<file path="src/rtl/useq_pkg.sv">
package useq_pkg;

    localparam int OPC_W = 6;
    localparam int ENT_W = 4;

    typedef enum logic [1:0] {
        ACT_FETCH    = 2'b00,
        ACT_DISPATCH = 2'b01,
        ACT_STEP     = 2'b10,
        ACT_RSVD     = 2'b11
    } act_e;

    // opcode classes recognised by the dispatch table
    localparam logic [OPC_W-1:0] OPC_REGREG = 6'b000000;
    localparam logic [OPC_W-1:0] OPC_BREQ   = 6'b000100;
    localparam logic [OPC_W-1:0] OPC_ORIMM  = 6'b001101;
    localparam logic [OPC_W-1:0] OPC_LOAD   = 6'b100011;
    localparam logic [OPC_W-1:0] OPC_STORE  = 6'b101011;

    // micro-entry points of each class
    localparam logic [ENT_W-1:0] ENT_FETCH  = 4'd0;
    localparam logic [ENT_W-1:0] ENT_REGREG = 4'd4;
    localparam logic [ENT_W-1:0] ENT_BREQ   = 4'd3;
    localparam logic [ENT_W-1:0] ENT_ORIMM  = 4'd6;
    localparam logic [ENT_W-1:0] ENT_LOAD   = 4'd8;
    localparam logic [ENT_W-1:0] ENT_STORE  = 4'd11;

endpackage

</file>
<file path="src/rtl/useq_dispatch_rom.sv">
module useq_dispatch_rom
    import useq_pkg::*;
#(
    parameter int UPC_W = 4
) (
    input  logic [OPC_W-1:0] opcode,
    output logic [UPC_W-1:0] entry,
    output logic             miss
);

    always_comb begin
        entry = UPC_W'(ENT_FETCH);
        miss  = 1'b0;
        unique case (opcode)
            OPC_REGREG: entry = UPC_W'(ENT_REGREG);
            OPC_BREQ:   entry = UPC_W'(ENT_BREQ);
            OPC_ORIMM:  entry = UPC_W'(ENT_ORIMM);
            OPC_LOAD:   entry = UPC_W'(ENT_LOAD);
            OPC_STORE:  entry = UPC_W'(ENT_STORE);
            default: begin
                entry = UPC_W'(ENT_FETCH);
                miss  = 1'b1;
            end
        endcase
    end

endmodule

</file>
<file path="src/rtl/useq_next_sel.sv">
module useq_next_sel
    import useq_pkg::*;
#(
    parameter int UPC_W = 4
) (
    input  act_e             act,
    input  logic [UPC_W-1:0] upc_cur,
    input  logic [UPC_W-1:0] rom_entry,
    input  logic             rom_miss,
    output logic [UPC_W-1:0] upc_next,
    output logic             flag_next
);

    logic [UPC_W-1:0] upc_inc;

    assign upc_inc = upc_cur + UPC_W'(1);

    always_comb begin
        upc_next  = '0;
        flag_next = 1'b0;
        unique case (act)
            ACT_FETCH:    upc_next = '0;
            ACT_DISPATCH: begin
                upc_next  = rom_entry;
                flag_next = rom_miss;
            end
            ACT_STEP:     upc_next = upc_inc;
            ACT_RSVD:     upc_next = '0;
        endcase
    end

endmodule

</file>
<file path="src/rtl/useq_upc_reg.sv">
module useq_upc_reg #(
    parameter int UPC_W = 4
) (
    input  logic             clk,
    input  logic             rst,
    input  logic [UPC_W-1:0] upc_next,
    input  logic             flag_next,
    output logic [UPC_W-1:0] upc_q,
    output logic             flag_q
);

    always_ff @(posedge clk) begin
        if (rst) begin
            upc_q  <= '0;
            flag_q <= 1'b0;
        end else begin
            upc_q  <= upc_next;
            flag_q <= flag_next;
        end
    end

endmodule

</file>
<file path="src/rtl/useq_sequencer.sv">
module useq_sequencer
    import useq_pkg::*;
#(
    parameter int UPC_W = 4
) (
    input  logic             clk,
    input  logic             rst,
    input  logic [1:0]       act_code,
    input  logic [OPC_W-1:0] opcode,
    output logic [UPC_W-1:0] upc,
    output logic             bad_opcode
);

    act_e             act;
    logic [UPC_W-1:0] rom_entry;
    logic             rom_miss;
    logic [UPC_W-1:0] upc_next;
    logic             flag_next;

    assign act = act_e'(act_code);

    useq_dispatch_rom #(.UPC_W(UPC_W)) u_rom (
        .opcode (opcode),
        .entry  (rom_entry),
        .miss   (rom_miss)
    );

    useq_next_sel #(.UPC_W(UPC_W)) u_sel (
        .act       (act),
        .upc_cur   (upc),
        .rom_entry (rom_entry),
        .rom_miss  (rom_miss),
        .upc_next  (upc_next),
        .flag_next (flag_next)
    );

    useq_upc_reg #(.UPC_W(UPC_W)) u_reg (
        .clk       (clk),
        .rst       (rst),
        .upc_next  (upc_next),
        .flag_next (flag_next),
        .upc_q     (upc),
        .flag_q    (bad_opcode)
    );

    AST_RESET_ZERO: assert property (@(posedge clk) disable iff (rst)
        $past(rst) |-> (upc == '0 && !bad_opcode));
    AST_FETCH_CLEAR: assert property (@(posedge clk) disable iff (rst)
        (!$past(rst) && $past(act_code) == 2'b00) |-> upc == '0);
    AST_STEP_INC: assert property (@(posedge clk) disable iff (rst)
        (!$past(rst) && $past(act_code) == 2'b10) |-> upc == UPC_W'($past(upc) + UPC_W'(1)));
    AST_RSVD_CLEAR: assert property (@(posedge clk) disable iff (rst)
        (!$past(rst) && $past(act_code) == 2'b11) |-> upc == '0);
    AST_BAD_AT_FETCH: assert property (@(posedge clk) disable iff (rst)
        bad_opcode |-> upc == '0);
    AST_BAD_ONLY_DISPATCH: assert property (@(posedge clk) disable iff (rst)
        bad_opcode |-> (!$past(rst) && $past(act_code) == 2'b01));

endmodule

</file>
<file path="config.mk">
export PLATFORM = sky130hd
export DESIGN_NAME = useq_sequencer
export DESIGN_NICKNAME = d
export VERILOG_FILES = /design/src/rtl/useq_pkg.sv /design/src/rtl/useq_dispatch_rom.sv /design/src/rtl/useq_next_sel.sv /design/src/rtl/useq_upc_reg.sv /design/src/rtl/useq_sequencer.sv
export SDC_FILE = /design/constraint.sdc
export NUM_CORES = 1
export LEC_CHECK = 0
export BUFFER_PORTS_ARGS = -buffer_cell sky130_fd_sc_hd__buf_2
export CAP_MARGIN = 20
export CORE_AREA = 10 10 47 49
export DETAILED_ROUTE_END_ITERATION = 16
export DIE_AREA = 0 0 57 59
export PLACE_DENSITY_LB_ADDON = 0.2
export REMOVE_ABC_BUFFERS = 1
export SLEW_MARGIN = 20
export SYNTH_ARGS = -nofsm -noshare
export SYNTH_HDL_FRONTEND = slang
export SYNTH_HIERARCHICAL = 1
export SYNTH_SLANG_ARGS = --single-unit
</file>
<file path="constraint.sdc">
create_clock -name clk -period 2.1 [get_ports clk]
set_input_delay 0.42 -clock clk [delete_from_list [all_inputs] [get_ports clk]]
set_output_delay 0.42 -clock clk [all_outputs]
set_load 0.01 [all_outputs]
</file>
# Word-level counts from Yosys, hierarchy flattened

Index checks and enable logic that the tools add are counted.

Register bits after elaboration: 5
Input port bits: 10
Output and inout port bits: 5
Logic and storage cells: 19

Add/sub/neg operators: 1
Equality and inequality tests: 7
Muxes and demuxes: 3
Bitwise operators: 1
Reduce and logical (&&, ||, !) cells: 5

Operators by type and width:

| kind                | count |
|---|---|
| $pmux 4 s5          | 1 |
| $eq 6x6->1 const B  | 2 |
| $pmux 4 s3          | 1 |
| $eq 6x3->1 const B  | 1 |
| $eq 6x4->1 const B  | 1 |
| $logic_not 6->1     | 1 |
| $reduce_or 5->1     | 1 |
| $add 4x1->4 const B | 1 |
| $eq 2x2->1 const B  | 2 |
| $reduce_or 2->1     | 2 |
| $eq 2x1->1 const B  | 1 |
| $logic_not 2->1     | 1 |
| $mux 1              | 1 |
| $not 1->1           | 1 |

# Depth between registers and ports, before layout

Depth in word-level cells: 3
Depth in mapped cells: 6
Depth with buffers taken out: 6

# Hierarchy

Netlist, hierarchy kept.

By module, submodules not included:

| module            | times used | cells each | area an instance (um2) | sequential area each (um2) |
|---|---|---|---|---|
| useq_upc_reg      | 1          | 10         | 131.4                  | 100.1 |
| useq_dispatch_rom | 1          | 16         | 120.1                  | 0.0 |
| useq_next_sel     | 1          | 16         | 95.1                   | 0.0 |

# Least setup slack after synthesis

Ideal clock, no wire load.

Path kind: input port to flip-flop
From: input port opcode[2]
To: register u_reg.flag_q
Library setup time: 0.114 ns
Arrival: 1.193 ns
Data required time: 1.986 ns
Slack: 0.793 ns
Stages on the path: 5
Path buffers: 0
Cells stage by stage: and3b_4 > a221oi_2 > or2_1 > and2_1 > nor2b_1

Longest elaborated chain between the ends: 3
Elaborated cells on any way between the ends: 7
Those cells by class: eq/ne: 4; mux: 1; reduce/logical: 2

RTL lines:

| what                                     | RTL line                | source |
|---|---|---|
| start: declaration                       | useq_sequencer.sv:9     | `input logic [OPC_W-1:0] opcode,` |
| $eq 6x3->1, or another cell as far along | useq_dispatch_rom.sv:14 | `unique case (opcode)` |
| $reduce_or 5->1 (no line) (*)            | n/a                     |  |
| $mux 1 (*)                               | useq_dispatch_rom.sv:14 |  |
| net rom_miss                             | useq_sequencer.sv:16    | `logic rom_miss;` |
| end signal: assignment                   | useq_upc_reg.sv:18      | `flag_q <= flag_next;` |
| end: declaration                         | useq_upc_reg.sv:9       | `output logic flag_q` |

Mark *: on every way through the listed nets, which the timed path passes. The rest lies on a longest branch.
A chain may end at the register's enable or synchronous reset.

# Worst setup path after layout

From: input port opcode[0]
To: register u_reg.flag_q

The elaborated chain is that of the path after synthesis.

==> results.json <==
{
  "status": "finished clean",
  "regArea_sq_um": 100.1,
  "via_per_inst": 4.474,
  "hpwl_microns": 695.8,
  "start_util_pct": 24.73,
  "yosysMostFrequentCell": "nand2_1",
  "drc": 0,
  "grt_usage_pct": 5.202,
  "grt_max_degree": 7,
  "ant_nets": 0,
  "std_cell_rows": 14,
  "synthTopCellsByCount": "6 x nand2_1, 5 x dfxtp_1, 5 x nor2b_1",
  "rsz0062_at_grt": "false",
  "vdd_drop_max_uv": 95.69,
  "gp_congestion": 0.6713,
  "setup_tns_ps": 0,
  "clock_latency_ps": 240,
  "drt_iter0_markers": 3,
  "async_flop_share_pct": 0,
  "skew_ps": 3.221,
  "clockBufferDepth": 2,
  "vias": 340,
  "drive_gt1_share_pct": 40.00,
  "area_growth_pct": 33.57,
  "syn_avg_cell_area_sq_um": 8.252,
  "cts.hold.buffers_added": 0,
  "wl_per_cell_microns": 10.57,
  "required_ps": 2230,
  "synth_top_area_share_pct": 28.88,
  "yosysSeqAreaShare_pct": 28.88,
  "r2r_cells": 4,
  "critPathArrivalTime_ps": 1360,
  "die_y_microns": 59,
  "antennaDiodeCount": 0,
  "ys.warnings.count": 6,
  "synth_cells": 42,
  "rrSetupSlack_ps": 1130,
  "hp-class": "input port to flip-flop",
  "antenna_found_initial": 0,
  "post_cts_resized": 0,
  "setup_slack_ps": 875.6,
  "first_pass_iters": 2,
  "synth_area_leaders": "dfxtp_1 29%, nor2b_1 9.0%, nand2_1 6.5%",
  "die_w_microns": 57,
  "dieArea_sq_um": 3363,
  "grt_pass1_wl_mm": 1.373,
  "htreeDepth": 1,
  "numClockSinks": 5,
  "coreArea_sq_um": 1401,
  "post-route-cell-area_sq_um": 462.9,
  "port_buffers": 14,
  "fin_util_pct": 33.04,
  "finalMaxSlewViolations": 0,
  "min_period_over_period_pct": 58.30,
  "leakage_nw": 0.1937,
  "cp_max_fo": 6,
  "hold_viol": 0,
  "cp-start-kind": "input port",
  "period_needed_ps": 1224,
  "clkSlewWorstSetupHoldPaths_ps": 40,
  "synth_edf_count": 0,
  "ys_seq_elements": 5,
  "pin_count": 15,
  "critical_path_class": "input port to flip-flop",
  "maxCapViolations": 0,
  "postCtsSetupBuffers": 0,
  "synth_flop_cell": "dfxtp_1",
  "place_area_sq_um": 436.7,
  "synth_area_sq_um": 346.6,
  "overflow": 0,
  "hold_depth": 2,
  "numCtsBuffers": 3,
  "tightest_slew_ps": 296.9,
  "ys_types": 24,
  "setup-violations-final": 0,
  "multi_input_area_sq_um": 242.7,
  "cp-end-kind": "flip-flop",
  "pre_cts_slack_ps": 620.3,
  "routed_wl_microns": 803,
  "clockRootBuffer": "clkbuf_4",
  "layout.nets": 72,
  "cts_tree": "built",
  "slew_headroom_pct": 80.02,
  "grt_pass1_vias": 351,
  "pwr_density_cell_nw_per_um2": 530.9,
  "fillers": 166,
  "synth_area_leader_cell": "dfxtp_1",
  "maxClockFrequency_mhz": 816.7
}
[cells in the final DEF, fill, tap and decap left out, drive strengths merged]
cell	Yosys	layout
nand2b	1	1
xnor2	1	1
nor2b	6	6
and2	2	2
a21oi	3	3
inv	1	1
a221oi	1	1
buf	0	14
nor3	1	1
nor4	2	2
or2	1	1
xor2	1	1
dfxtp	5	5
and3b	2	2
nand2	6	6
nand3	1	1
clkbuf	0	4
o21ai	5	5
ha	1	1
nor2	1	1
nor3b	1	1
[flip-flops by register name (all words and copies together) (netlist names)]
| name | flops |
|---|---|
| u_reg/upc_q | 4 |
| u_reg/flag_q | 1 |
[stage by stage]
stage	hold slack [ps]	total power, mW	cells
floorplan	491.6	0.1195	42
global placement	596.3	0.1397	72
detailed placement	616.6	0.1398	72
CTS	391.9	0.2537	76
global route	408.2	0.2648	76
finish	403.7	0.2458	76
[critical path, stage by stage]
cell	delay, ps
buf_2	140
nor4_2	300
a221oi_2	50
or2_1	200
and2_1	120
nor2b_1	120
[area by class of cell]
class                           instances  area share, %
Timing Repair Buffer                   14          15.14
Sequential cell                         5          21.62
Clock buffer                            4          5.676
Tap cell                               16          4.324
Inverter                                1         0.8108
Multi-Input combinational cell         36          52.43
[cells by family (layout without fill, tap and decap cells)]
| logic type | after synthesis | count (layout) | synth area share, % |
|---|---|---|---|
| DFF | 5 | 5 | 28.88 |
| adders and majority gates | 1 | 1 | 3.610 |
| and+or+nand+nor | 24 | 24 | 45.49 |
| xor gates and xnor gates | 2 | 2 | 5.055 |
| buffers and inverters | 1 | 19 | 1.082 |
| AOI/OAI and AO/OA | 9 | 9 | 15.88 |
[path summary, 6_finish.rpt]
path	from	end
worst min register to register	u_reg/upc_q[0]	u_reg/upc_q[0]
worst min-delay path	rst	u_reg/upc_q[0]
worst max register to register	u_reg/upc_q[0]	u_reg/upc_q[2]
worst max-delay path	opcode[0]	u_reg/flag_q
[routing by layer]
layer  global-route usage (%)  wire, microns  vias up
li1                         -              -      181
met1                    5.150            375      145
met2                    7.597            343       12
met3                    2.146             73        2
met4                    6.040             11        0
met5                        0              0        -
[power breakdown]
group,leakage [nW],internal [mW],switching (mW)
combinational,0.138,0.0189,0.0200
clock,0.0150,0.0717,0.0365
sequential,0.0406,0.0975,0.00127
Note: power is estimated with default switching activity, not from simulation.
